$ cat src/rtl/cal_seq_pkg.sv
package cal_seq_pkg;

   typedef enum logic [2:0] {
      STEP_NONE      = 3'd0,
      STEP_PATTERN   = 3'd1,
      STEP_PINSWEEP  = 3'd2,
      STEP_PHASE     = 3'd3,
      STEP_LATENCY   = 3'd4,
      STEP_ADDCMD    = 3'd5,
      STEP_POSTAMBLE = 3'd6,
      STEP_USERMODE  = 3'd7
   } cal_step_e;

   localparam int unsigned STEP_W = 3;

   localparam logic [3:0] MIXED_NIBBLE = 4'b0011;

endpackage

$ cat src/rtl/cal_pattern_engine.sv
module cal_pattern_engine
   import cal_seq_pkg::*;
#(
   parameter int unsigned CAL_COLS = 56,
   parameter int unsigned COL_W    = 10,
   parameter int unsigned DATA_W   = 16
) (
   input  logic              clk,
   input  logic              rst_n,
   input  logic              go,
   input  logic              cmd_ready,
   output logic              cmd_valid,
   output logic              cmd_we,
   output logic [COL_W-1:0]  cmd_col,
   output logic [DATA_W-1:0] cmd_wdata,
   output logic              round_fin
);

   localparam int unsigned CNT_W  = (CAL_COLS > 1) ? $clog2(CAL_COLS) : 1;
   localparam int unsigned N_NIB  = DATA_W / 4;
   localparam logic [CNT_W-1:0] LAST_COL = CNT_W'(CAL_COLS - 1);

   typedef enum logic [1:0] {
      PE_IDLE  = 2'd0,
      PE_WRITE = 2'd1,
      PE_READ  = 2'd2
   } pe_state_e;

   pe_state_e        pe_q;
   logic [CNT_W-1:0] col_q;
   logic             accept;
   logic             at_last;

   assign cmd_valid = (pe_q != PE_IDLE);
   assign cmd_we    = (pe_q == PE_WRITE);
   assign accept    = cmd_valid && cmd_ready;
   assign at_last   = (col_q == LAST_COL);
   assign round_fin = accept && at_last && (pe_q == PE_READ);
   assign cmd_col   = COL_W'(col_q);

   always_ff @(posedge clk or negedge rst_n) begin
      if (!rst_n) begin
         pe_q  <= PE_IDLE;
         col_q <= '0;
      end else if (pe_q == PE_IDLE) begin
         if (go) begin
            pe_q  <= PE_WRITE;
            col_q <= '0;
         end
      end else if (accept) begin
         if (at_last) begin
            col_q <= '0;
            pe_q  <= (pe_q == PE_WRITE) ? PE_READ : PE_IDLE;
         end else begin
            col_q <= col_q + 1'b1;
         end
      end
   end

   for (genvar g = 0; g < N_NIB; g++) begin : g_nibble
      assign cmd_wdata[g*4 +: 4] = cmd_we ? MIXED_NIBBLE : 4'b0000;
   end

endmodule

$ cat src/rtl/cal_step_fsm.sv
module cal_step_fsm
   import cal_seq_pkg::*;
#(
   parameter int unsigned ROUNDS = 2
) (
   input  logic              clk,
   input  logic              rst_n,
   input  logic              start,
   input  logic              cfg_addcmd_dly,
   input  logic              sub_done,
   input  logic              sub_fail,
   input  logic              pat_fin,
   output logic              pat_go,
   output logic              sub_start,
   output logic [STEP_W-1:0] sub_step,
   output logic [STEP_W-1:0] active_step,
   output logic              addcmd_on,
   output logic              ev_begin,
   output logic              ev_pass,
   output logic              ev_abort
);

   localparam int unsigned RND_W = (ROUNDS > 1) ? $clog2(ROUNDS) : 1;
   localparam logic [RND_W-1:0] LAST_RND = RND_W'(ROUNDS - 1);

   cal_step_e        st_q, st_d;
   logic [RND_W-1:0] rnd_q;
   logic             hs_wait, hs_ok, hs_bad;
   logic             launch, go_pat, next_rnd, set_dly;

   assign hs_wait  = (st_q != STEP_NONE) && (st_q != STEP_PATTERN);
   assign hs_ok    = hs_wait && sub_done && !sub_fail;
   assign hs_bad   = hs_wait && sub_done && sub_fail;
   assign ev_begin = (st_q == STEP_NONE) && start;
   assign ev_pass  = (st_q == STEP_USERMODE) && hs_ok;
   assign ev_abort = hs_bad;

   always_comb begin
      st_d     = st_q;
      launch   = 1'b0;
      go_pat   = 1'b0;
      next_rnd = 1'b0;
      set_dly  = 1'b0;
      unique case (st_q)
         STEP_NONE: begin
            if (start) begin
               st_d   = STEP_PATTERN;
               go_pat = 1'b1;
            end
         end
         STEP_PATTERN: begin
            if (pat_fin) begin
               st_d   = STEP_PINSWEEP;
               launch = 1'b1;
            end
         end
         STEP_PINSWEEP: begin
            if (hs_ok) begin
               if (rnd_q == LAST_RND) begin
                  st_d   = STEP_PHASE;
                  launch = 1'b1;
               end else begin
                  st_d     = STEP_PATTERN;
                  go_pat   = 1'b1;
                  next_rnd = 1'b1;
               end
            end
         end
         STEP_PHASE: begin
            if (hs_ok) begin
               st_d   = STEP_LATENCY;
               launch = 1'b1;
            end
         end
         STEP_LATENCY: begin
            if (hs_ok) begin
               st_d   = (cfg_addcmd_dly && !addcmd_on) ? STEP_ADDCMD : STEP_POSTAMBLE;
               launch = 1'b1;
            end
         end
         STEP_ADDCMD: begin
            if (hs_ok) begin
               st_d    = STEP_PATTERN;
               go_pat  = 1'b1;
               set_dly = 1'b1;
            end
         end
         STEP_POSTAMBLE: begin
            if (hs_ok) begin
               st_d   = STEP_USERMODE;
               launch = 1'b1;
            end
         end
         STEP_USERMODE: begin
            if (hs_ok) st_d = STEP_NONE;
         end
         default: st_d = STEP_NONE;
      endcase
      if (hs_bad) begin
         st_d   = STEP_NONE;
         launch = 1'b0;
         go_pat = 1'b0;
      end
   end

   always_ff @(posedge clk or negedge rst_n) begin
      if (!rst_n) begin
         st_q      <= STEP_NONE;
         rnd_q     <= '0;
         sub_start <= 1'b0;
         sub_step  <= STEP_NONE;
         pat_go    <= 1'b0;
         addcmd_on <= 1'b0;
      end else begin
         st_q      <= st_d;
         sub_start <= launch;
         pat_go    <= go_pat;
         if (launch)
            sub_step <= st_d;
         else if (hs_wait && sub_done)
            sub_step <= STEP_NONE;
         if (next_rnd)
            rnd_q <= rnd_q + 1'b1;
         else if (go_pat)
            rnd_q <= '0;
         if (ev_begin)
            addcmd_on <= 1'b0;
         else if (set_dly)
            addcmd_on <= 1'b1;
      end
   end

   assign active_step = st_q;

endmodule

$ cat src/rtl/cal_status.sv
module cal_status
   import cal_seq_pkg::*;
(
   input  logic              clk,
   input  logic              rst_n,
   input  logic              ev_begin,
   input  logic              ev_pass,
   input  logic              ev_abort,
   input  logic [STEP_W-1:0] abort_step,
   output logic              busy,
   output logic              cal_done,
   output logic              cal_ready,
   output logic              cal_fail,
   output logic [STEP_W-1:0] fail_step
);

   always_ff @(posedge clk or negedge rst_n) begin
      if (!rst_n) begin
         busy      <= 1'b0;
         cal_done  <= 1'b0;
         cal_ready <= 1'b0;
         cal_fail  <= 1'b0;
         fail_step <= '0;
      end else begin
         cal_done <= ev_pass;
         if (ev_begin) begin
            busy      <= 1'b1;
            cal_ready <= 1'b0;
            cal_fail  <= 1'b0;
            fail_step <= '0;
         end else if (ev_pass) begin
            busy      <= 1'b0;
            cal_ready <= 1'b1;
         end else if (ev_abort) begin
            busy      <= 1'b0;
            cal_fail  <= 1'b1;
            fail_step <= abort_step;
         end
      end
   end

endmodule

$ cat src/rtl/cal_seq_top.sv
module cal_seq_top
   import cal_seq_pkg::*;
#(
   parameter int unsigned CAL_COLS = 56,
   parameter int unsigned ROUNDS   = 2,
   parameter int unsigned BANK_W   = 3,
   parameter int unsigned ROW_W    = 13,
   parameter int unsigned COL_W    = 10,
   parameter int unsigned DATA_W   = 16
) (
   input  logic              clk,
   input  logic              rst_n,
   input  logic              start,
   input  logic              cfg_addcmd_dly,
   output logic              sub_start,
   output logic [2:0]        sub_step,
   input  logic              sub_done,
   input  logic              sub_fail,
   output logic              cmd_valid,
   input  logic              cmd_ready,
   output logic              cmd_we,
   output logic [BANK_W-1:0] cmd_bank,
   output logic [ROW_W-1:0]  cmd_row,
   output logic [COL_W-1:0]  cmd_col,
   output logic [DATA_W-1:0] cmd_wdata,
   output logic [2:0]        active_step,
   output logic              addcmd_on,
   output logic              busy,
   output logic              cal_done,
   output logic              cal_ready,
   output logic              cal_fail,
   output logic [2:0]        fail_step
);

   if (DATA_W % 4 != 0 || DATA_W == 0) begin : g_bad_data_w
      $error("cal_seq_top: DATA_W must be a non-zero multiple of 4");
   end
   if (CAL_COLS < 1 || CAL_COLS > (1 << COL_W)) begin : g_bad_cols
      $error("cal_seq_top: CAL_COLS must fit the column address");
   end
   if (ROUNDS < 1) begin : g_bad_rounds
      $error("cal_seq_top: ROUNDS must be at least 1");
   end

   logic pat_go, pat_fin;
   logic ev_begin, ev_pass, ev_abort;

   assign cmd_bank = '0;
   assign cmd_row  = '0;

   cal_step_fsm #(
      .ROUNDS (ROUNDS)
   ) u_fsm (
      .clk            (clk),
      .rst_n          (rst_n),
      .start          (start),
      .cfg_addcmd_dly (cfg_addcmd_dly),
      .sub_done       (sub_done),
      .sub_fail       (sub_fail),
      .pat_fin        (pat_fin),
      .pat_go         (pat_go),
      .sub_start      (sub_start),
      .sub_step       (sub_step),
      .active_step    (active_step),
      .addcmd_on      (addcmd_on),
      .ev_begin       (ev_begin),
      .ev_pass        (ev_pass),
      .ev_abort       (ev_abort)
   );

   cal_pattern_engine #(
      .CAL_COLS (CAL_COLS),
      .COL_W    (COL_W),
      .DATA_W   (DATA_W)
   ) u_pattern (
      .clk       (clk),
      .rst_n     (rst_n),
      .go        (pat_go),
      .cmd_ready (cmd_ready),
      .cmd_valid (cmd_valid),
      .cmd_we    (cmd_we),
      .cmd_col   (cmd_col),
      .cmd_wdata (cmd_wdata),
      .round_fin (pat_fin)
   );

   cal_status u_status (
      .clk        (clk),
      .rst_n      (rst_n),
      .ev_begin   (ev_begin),
      .ev_pass    (ev_pass),
      .ev_abort   (ev_abort),
      .abort_step (active_step),
      .busy       (busy),
      .cal_done   (cal_done),
      .cal_ready  (cal_ready),
      .cal_fail   (cal_fail),
      .fail_step  (fail_step)
   );

endmodule

$ cat config.mk
export PLATFORM = sky130hd
export DESIGN_NAME = cal_seq_top
export DESIGN_NICKNAME = d
export VERILOG_FILES = /design/src/rtl/cal_seq_pkg.sv /design/src/rtl/cal_pattern_engine.sv /design/src/rtl/cal_step_fsm.sv /design/src/rtl/cal_status.sv /design/src/rtl/cal_seq_top.sv
export SDC_FILE = /design/constraint.sdc
export NUM_CORES = 1
export LEC_CHECK = 0
export ABC_CLOCK_PERIOD_IN_PS = 2470
export BUFFER_PORTS_ARGS = -buffer_cell sky130_fd_sc_hd__clkbuf_2
export CORE_ASPECT_RATIO = 0.5
export CORE_MARGIN = 2
export CORE_UTILIZATION = 40
export CTS_CLUSTER_DIAMETER = 100
export CTS_CLUSTER_SIZE = 28
export DETAILED_ROUTE_END_ITERATION = 10
export GPL_ROUTABILITY_DRIVEN = 0
export PLACE_DENSITY = 0.65
export SETUP_SLACK_MARGIN = 0.5
export SYNTH_ARGS = -nofsm -noshare
export SYNTH_HDL_FRONTEND = slang
export SYNTH_SLANG_ARGS = --single-unit
$ cat constraint.sdc
create_clock -name clk -period 2.47 [get_ports clk]
set_clock_uncertainty 0.15 [all_clocks]
set_input_delay 0.1235 -clock clk [delete_from_list [all_inputs] [get_ports clk]]
set_output_delay 0.1235 -clock clk [all_outputs]
set_load 0.005 [all_outputs]
==> results_dict.tcl, run 1 <==
set metrics [dict create \
    status "finished clean" \
    worstSetupEndpointType "register" \
    diodes 0 \
    cts_root_buffer "clkbuf_8" \
    rsz0062_at_grt "no" \
    drtIter0Drc 32 \
    postSynthCellCount 163 \
    critical_path.slowest_cell "dfrtp_1" \
    cts_buffer_depth 2 \
    totalNegativeSetupSlack_ps 0 \
    fp-row-count 15 \
    synth.distinct_cells 42 \
    nNetsFinal 205 \
    viasPerCell 4.773 \
    fin_cells 247 \
    clock_latency_ps 270 \
    critPathRequiredTime_ps 2480 \
    core-area_mm2 0.003566 \
    tightestPinTransition_ps 610.4 \
    path_class "reg2reg" \
    synth-seq-cells 25 \
    syn_area_mm2 0.001548 \
    maxCapViolCount 0 \
    die_h_um 47.99 \
    wire_per_inst_um 11.74 \
    ys.flop_type "dfrtp_1" \
    synth_edf_count 0 \
    synth_area_leaders "dfrtp_1, buf_4, o21ai_0, nor2_1, a21oi_1" \
    period_share 0.7673 \
    postRouteWirelength_mm 2.900 \
    synth_top_area_cell "dfrtp_1" \
    final_hold_viol_count 0 \
    ir_drop_uv 259.1 \
    ant_nets 0 \
    final_cell_mix "clkbuf_2, conb_1, dfrtp_1" \
    hpwl_mm 2.202 \
    crit_fanout 9 \
    crit_chain "or3b_1 > or2_4 > o21ai_4 > mux2_1" \
    ios 66 \
    whs_path_depth 4 \
    grt_max_degree 26 \
    r2r-start "u_fsm.active_step[2]$_DFF_PN0_" \
    layout_setup_ws_ps 574.8 \
    synth.yosys.seq_area_share 0.4042 \
    initial_core_util 0.4340 \
    grt_pass1_wl_mm 4.616 \
    cts_tree "done" \
    hp-start "start" \
    max_freq_ghz 0.5276 \
    clock-sinks 25 \
    slew_violations 0 \
    drc 0 \
    hold_path_class "in2reg" \
    yosys_warnings 0 \
    relSlewSlack 0.5930 \
    overflow 0 \
    die_width_um 91.97 \
    syn_area_per_cell_um2 9.495 \
    post-route-util 0.4758 \
    cpPeakStageDelay_ps 490 \
    rrSetupSlack_ps 570 \
    layout_commonest_cell "clkbuf_2" \
    area_growth_pct 9.620 \
    drive_gt1_frac 0.2857 \
    cts_max_level 1 \
    cts_buffers 3 \
    dieArea_mm2 0.004413 \
    antenna_found_initial 0 \
    critPathLaunchType "register" \
    dp_slack_ps 523.8 \
    r2r-end "u_status.fail_step[0]$_DFFE_PN0P_" \
    synth.top_cell.area_share 0.4042 \
    clk_pin_slew_ps 90 \
    grt.total_usage 0.1367 \
    ys_async_sr_fraction 1.000 \
    power.leakage_nw 0.8603 \
    grt_pass1_vias 1040 \
    arrival_ps 1900 \
    worstRegToRegCells 4 \
    setup_viol 0 \
    period_needed_ps 1895 \
    firstDrtPassIters 4 \
    powerDensity_mw_per_mm2 756.2 \
    worstHoldEndpoint "u_fsm.addcmd_on$_DFFE_PN0P_" \
    io_buffers 37 \
    place_inst 239 \
    vias 1179 \
]
## worst max-delay path: cells and delay by family (launching register included)
kind / cells / cell delay (ps)
AOI/OAI and AO/OA: 1 / 80
muxes: 1 / 340
and+or+nand+nor: 2 / 730
DFF: 1 / 490
## logic make-up after synthesis
logic type / share of synthesized area
flops: 0.4042
compound gates: 0.1641
fa+ha+maj: 0.008083
mux: 0.03799
buf+inv: 0.2069
xor+xnor: 0.01698
simple gates: 0.1593
other cells: 0.002423
## per-stage QoR
step | hold slack [ps] | total power [W] | area (µm²)
2_1_floorplan | -322.1 | 0.0009287 | 1649
3_3_place_gp | 14.60 | 0.001002 | 1615
3_5_place_dp | 17.95 | 0.001014 | 1615
4_1_cts | 12.55 | 0.001258 | 1670
5_1_grt | 17.03 | 0.001381 | 1697
6_report | 10.40 | 0.001283 | 1697
## layout make-up
class | count | area, µm²
well taps | 51 | 63.81
inverters | 6 | 22.52
flip-flops and latches | 25 | 626.9
multi-input cells | 118 | 705.7
clock buffers | 4 | 45.04
fillers | 347 | 1869
repair buffers | 43 | 232.7
## synth_stat cells (2+ instances only)
cell and count:
a21oi_1 8, and2_1 3, xnor2_1 3, dfrtp_1 25, buf_4 36, a211oi_1 2
inv_1 6, nor2_1 14, o21a_1 3, nand2_1 6, nor2b_1 2, o21ai_0 13
mux2_1 3, o21ai_1 3, clkbuf_1 3, nor3_1 4, nand3_1 3, a32o_1 2
## what timing repair did
action / in CTS / in global routing
setup endpoints to repair: 0 / 4
hold buffers: 1 / 0
buffers inserted: 0 / 3
resized for setup: 0 / 2
hold endpoints to repair: 25 / 0
## where the power goes
part / total [W] / leakage (nW) / internal [W] / switching [W]
clock: 0.000243 / 0.0228 / 0.000115 / 0.000127
sequential: 0.000556 / 0.327 / 0.000480 / 0.0000762
combinational: 0.000485 / 0.510 / 0.000237 / 0.000247
## layer usage
metal,vias to the layer above,track usage,wire length [µm]
met1,566,0.1528,1235
met4,0,0.05970,40
met2,46,0.2529,1442
met3,6,0.04724,181
li1,561,-,-
met5,-,0,0
## how the worst max path moves through the flow
stage | startpoint | endpoint | slack [ps]
after global routing | u_pattern.col_q[0]$_DFFE_PN0P_ | u_fsm.sub_step[0]$_DFFE_PN0P_ | 500
after CTS | u_pattern.col_q[0]$_DFFE_PN0P_ | u_fsm.sub_step[0]$_DFFE_PN0P_ | 510
after floorplan | u_pattern.col_q[0]$_DFFE_PN0P_ | u_fsm.sub_step[0]$_DFFE_PN0P_ | 600
final | u_fsm.active_step[2]$_DFF_PN0_ | u_status.fail_step[0]$_DFFE_PN0P_ | 570
after global placement | u_pattern.col_q[0]$_DFFE_PN0P_ | u_fsm.sub_step[0]$_DFFE_PN0P_ | 560
after detailed placement | u_pattern.col_q[0]$_DFFE_PN0P_ | u_fsm.sub_step[0]$_DFFE_PN0P_ | 520
## registers in the layout, summed over array words and instances (netlist names)
name,count
u_status.fail_step,3
u_status.cal_fail,1
u_fsm.rnd_q,1
u_fsm.addcmd_on,1
u_pattern.pe_q,2
u_status.cal_done,1
u_fsm.pat_go,1
u_fsm.active_step,3
u_status.busy,1
u_status.cal_ready,1
u_fsm.sub_step,3
u_fsm.sub_start,1
u_pattern.col_q,6
Note: power is estimated with default switching activity, not from simulation.
==> run 2: changes to the inputs <==
- ABC_CLOCK_PERIOD_IN_PS: 2470 -> 1970
- clock period: 2.47 -> 1.97 ns (I/O delays scaled with it)
==> results_dict.tcl, run 2 (synthesis results as in run 1) <==
set metrics [dict create \
    max_freq_ghz 0.5487 \
    power.leakage_nw 1.021 \
    io_buffers 37 \
    largest_reg_flops 6 \
    ant_nets 0 \
    overflow 0 \
    critPathRequiredTime_ps 1990 \
    grt_pass1_vias 1063 \
    worstRegToRegCells 5 \
    tightestPinTransition_ps 643.3 \
    r2r-end "u_fsm.sub_step[0]$_DFFE_PN0P_" \
    critPathLaunchType "register" \
    arrival_ps 1840 \
    grt_pass1_wl_mm 5.188 \
    r2r-start "u_pattern.col_q[1]$_DFFE_PN0P_" \
    worstSetupEndpointType "register" \
    layout_commonest_cell "clkbuf_2" \
    antenna_found_initial 0 \
    whs_path_depth 3 \
    diodes 0 \
    period_share 0.9251 \
    rrSetupSlack_ps 150 \
    powerDensity_mw_per_mm2 949.2 \
    totalNegativeSetupSlack_ps 0 \
    dieArea_mm2 0.004413 \
    critPathBufInv 0 \
    rsz0062_at_grt "yes" \
    status "finished clean" \
    postRouteWirelength_mm 3.626 \
    drtIter0Drc 57 \
    die_width_um 91.97 \
    placed_cell_area_mm2 0.001667 \
    clock_latency_ps 270 \
    slew_violations 0 \
    nNetsFinal 230 \
    fill_cells 303 \
    fp-row-count 15 \
    clock-sinks 25 \
    firstDrtPassIters 4 \
    ios 66 \
    die_h_um 47.99 \
    drive_gt1_frac 0.4525 \
    grt.total_usage 0.1573 \
    cts_tree "done" \
    area_growth_pct 32.50 \
    critical_path.slowest_cell "dfrtp_1" \
    path_class "reg2reg" \
    ir_drop_uv 270.1 \
    relSlewSlack 0.5711 \
    cpPeakStageDelay_ps 390 \
    wire_per_inst_um 13.33 \
    final_area_mm2 0.002051 \
    grt_max_degree 26 \
    period_needed_ps 1822 \
    hold_path_class "in2reg" \
    crit_family "flip-flops" \
    cts_buffer_depth 2 \
    crit_chain "ha_2 > nand4_1 > and4bb_2 > a22oi_2 > mux2_4" \
    setup_viol 0 \
    maxCapViolCount 0 \
    initial_core_util 0.4340 \
    core-area_mm2 0.003566 \
    viasPerCell 4.717 \
    final_hold_viol_count 0 \
    final_cell_mix "clkbuf_2, conb_1, dfrtp_1" \
    hpwl_mm 2.204 \
    vias 1283 \
    worstHoldEndpoint "u_fsm.active_step[2]$_DFF_PN0_" \
    clk_pin_slew_ps 90 \
    cts_root_buffer "clkbuf_8" \
    cts_max_level 1 \
    holdWs_ps 36.16 \
    hp-start "sub_done" \
    drc 0 \
    top_register "u_pattern.col_q" \
    crit_fanout 3 \
    cts_buffers 3 \
]
-- run 2: cell types whose count changed in the layout (fill, tap and decap cells not counted), sizes merged --
cell,previous run,this run
buf,5,29
clkbuf,41,40
dlygate4sd3,1,2
nor2,14,15
-- run 2: per-layer routing --
layer | wire length [µm] | global-route usage | up-vias
met4 | 38 | 0.06269 | 0
met2 | 1892 | 0.2853 | 42
met5 | 0 | 0 | -
met3 | 155 | 0.04409 | 5
met1 | 1540 | 0.1877 | 623
li1 | - | - | 613
-- run 2: cell type report --
class                   instances  area, µm²  share of cell area
clock buffers                   4      45.04             0.02196
inverters                       6      22.52             0.01098
multi-input cells             119      825.8              0.4027
flip-flops and latches         25      625.6              0.3051
well taps                      51      63.81             0.03112
repair buffers                 67      467.9              0.2282
-- run 2: how the worst max path moves through the flow --
stage | end | from | slack (ps) | cells after the start
floorplan | u_fsm.sub_step[0]$_DFFE_PN0P_ | u_pattern.col_q[1]$_DFFE_PN0P_ | 170 | 5
global placement | u_fsm.sub_step[0]$_DFFE_PN0P_ | u_pattern.col_q[1]$_DFFE_PN0P_ | 130 | 5
detailed placement | u_fsm.sub_step[0]$_DFFE_PN0P_ | u_pattern.col_q[0]$_DFFE_PN0P_ | 70 | 5
CTS | u_fsm.sub_step[0]$_DFFE_PN0P_ | u_pattern.col_q[0]$_DFFE_PN0P_ | 150 | 5
global route | u_fsm.sub_step[0]$_DFFE_PN0P_ | u_pattern.col_q[1]$_DFFE_PN0P_ | 80 | 5
finish | u_fsm.sub_step[0]$_DFFE_PN0P_ | u_pattern.col_q[1]$_DFFE_PN0P_ | 150 | 5
-- run 2: metrics by stage --
| step | utilization | std cells | worst slack, ps | power (W) |
|---|---|---|---|---|
| finish | 0.5751 | 272 | 147.6 | 0.001947 |
| floorplan | - | 190 | 173.9 | 0.001192 |
| global route | 0.5751 | 272 | 81.85 | 0.002083 |
| global placement | 0.4674 | 244 | 128.5 | 0.001307 |
| CTS | 0.5393 | 264 | 147.4 | 0.001847 |
| detailed placement | 0.4674 | 244 | 71.80 | 0.001315 |
-- run 2: what timing repair did --
| item | 4_1_cts | 5_1_grt |
|---|---|---|
| gates cloned | 0 | 1 |
| setup endpoints to repair | 30 | 32 |
| hold endpoints to repair | 26 | 0 |
| pin swaps | 14 | 13 |
| resized for setup | 25 | 17 |
| buffers inserted | 14 | 7 |
| hold buffers | 2 | 0 |
-- run 2: power breakdown --
part           internal [W]  switching [W]
clock network      0.000145       0.000168
registers          0.000602      0.0000671
logic              0.000506       0.000459
total               0.00125       0.000694
-- run 2: tightest hold or removal path: cells and delay by family --
family / cells / cell delay, ps
compound gates: 2 / 200
buf+inv: 1 / 120
==> run 3: changes to the inputs <==
- CORE_MARGIN: 2 -> 10
==> results_dict.tcl, run 3 (synthesis results as in run 1) <==
set metrics [dict create \
    max_freq_ghz 0.5463 \
    startpoint "u_pattern.col_q[0]$_DFFE_PN0P_" \
    grt_max_degree 26 \
    core-area_mm2 0.003566 \
    firstDrtPassIters 6 \
    area_growth_pct 38.64 \
    critPathLaunchType "register" \
    ant_nets 0 \
    drc 0 \
    fp-row-count 15 \
    viasPerCell 4.882 \
    totalNegativeSetupSlack_ps 0 \
    slew_violations 0 \
    overflow 0 \
    crit_fanout 3 \
    die_h_um 63.99 \
    rsz0062_at_grt "yes" \
    post-route-util 0.6018 \
    final_cell_mix "conb_1, clkbuf_2, dfrtp_1" \
    fin_cells 272 \
    multi_input_area_um2 854.6 \
    power.leakage_nw 1.046 \
    maxCapViolCount 0 \
    ios 66 \
    hpwl_mm 2.738 \
    ir_drop_uv 406.1 \
    placed_cell_area_mm2 0.001659 \
    layout_commonest_cell "conb_1" \
    largest_reg_flops 6 \
    postRouteWirelength_mm 4.401 \
    grt.total_usage 0.1055 \
    clock_latency_ps 270 \
    hp-start "sub_done" \
    layout_setup_ws_ps 139.6 \
    diodes 0 \
    arrival_ps 1850 \
    powerDensity_mw_per_mm2 1016 \
    grt_pass1_vias 1242 \
    final_hold_viol_count 0 \
    worstSetupEndpointType "register" \
    cts_tree "done" \
    setup_viol 0 \
    drive_gt1_frac 0.4932 \
    initial_core_util 0.4340 \
    tightestPinTransition_ps 632.4 \
    relSlewSlack 0.5784 \
    dp_slack_ps 69.75 \
    dieArea_mm2 0.006908 \
    wire_per_inst_um 16.18 \
    period_share 0.9291 \
    top_register "u_pattern.col_q" \
    antenna_found_initial 0 \
    place_inst 243 \
    final_area_mm2 0.002146 \
    period_needed_ps 1830 \
    cts_buffer_depth 2 \
    clock-sinks 25 \
    nNetsFinal 230 \
    cts_root_buffer "clkbuf_8" \
    r2r-start "u_pattern.col_q[0]$_DFFE_PN0P_" \
    clk_pin_slew_ps 90 \
    vias 1328 \
    die_width_um 108.0 \
    io_buffers 37 \
    drtIter0Drc 60 \
    status "finished clean" \
    path_class "reg2reg" \
    cts_max_level 1 \
    regArea_um2 628.1 \
    cts_buffers 3 \
    critPathRequiredTime_ps 1990 \
    hold_path_class "in2reg" \
    fill_cells 288 \
    grt_pass1_wl_mm 5.989 \
]
[run 3: through the flow]
step / power (W) / hold WS (ps)
global placement: 0.001312 / -9.565
finish: 0.002179 / 46.12
floorplan: 0.001192 / -347.1
CTS: 0.001774 / 39.17
detailed placement: 0.001325 / -8.797
global route: 0.002298 / 55.62
[run 3: per-layer routing]
metal  up-vias  global-route usage  routed length (µm)
met5         -                   0                   0
met4         0             0.02980                 121
met3        12             0.03500                 317
met2        74              0.1856                2174
met1       630              0.1194                1788
li1        612                   -                   -
[run 3: final timing paths]
kind,depth (start not counted),endpoint,slack (ps)
max in group asynchronous,2,u_pattern.pe_q[0]$_DFFE_PN0P_,1010
worst min-delay path,3,u_fsm.active_step[2]$_DFF_PN0_,50
worst min register to register,1,u_status.cal_ready$_DFFE_PN0P_,350
worst max register to register,6,u_fsm.sub_step[2]$_DFFE_PN0P_,140
min in group asynchronous,2,u_status.fail_step[2]$_DFFE_PN0P_,210
worst max-delay path,6,u_fsm.sub_step[2]$_DFFE_PN0P_,140
[run 3: layout make-up]
cell class / count / share of cell area
flip-flops and latches: 25 / 0.2927
clock inverters: 1 / 0.002332
multi-input cells: 118 / 0.3983
well taps: 51 / 0.02974
repair buffers: 68 / 0.2472
inverters: 6 / 0.01050
clock buffers: 3 / 0.01924
[run 3: power by group]
part	internal, W	switching, W
registers	0.000603	0.000103
logic	0.000642	0.000519
clock network	0.000142	0.000169
total	0.00139	0.000792
[run 3: worst max-delay path: stages (launching register included)]
cell	delay [ps]
dfrtp_1	370
ha_2	190
nand4_1	130
and4bb_2	400
a22oi_2	110
buf_4	160
a32o_1	210
[run 3: timing repair]
action                     in CTS  in global routing
setup buffers                  13                 10
hold endpoints to repair       26                  0
gates resized for setup        19                 43
pin swaps                      10                 14
setup endpoints to repair      30                 32
hold buffers                    2                  0
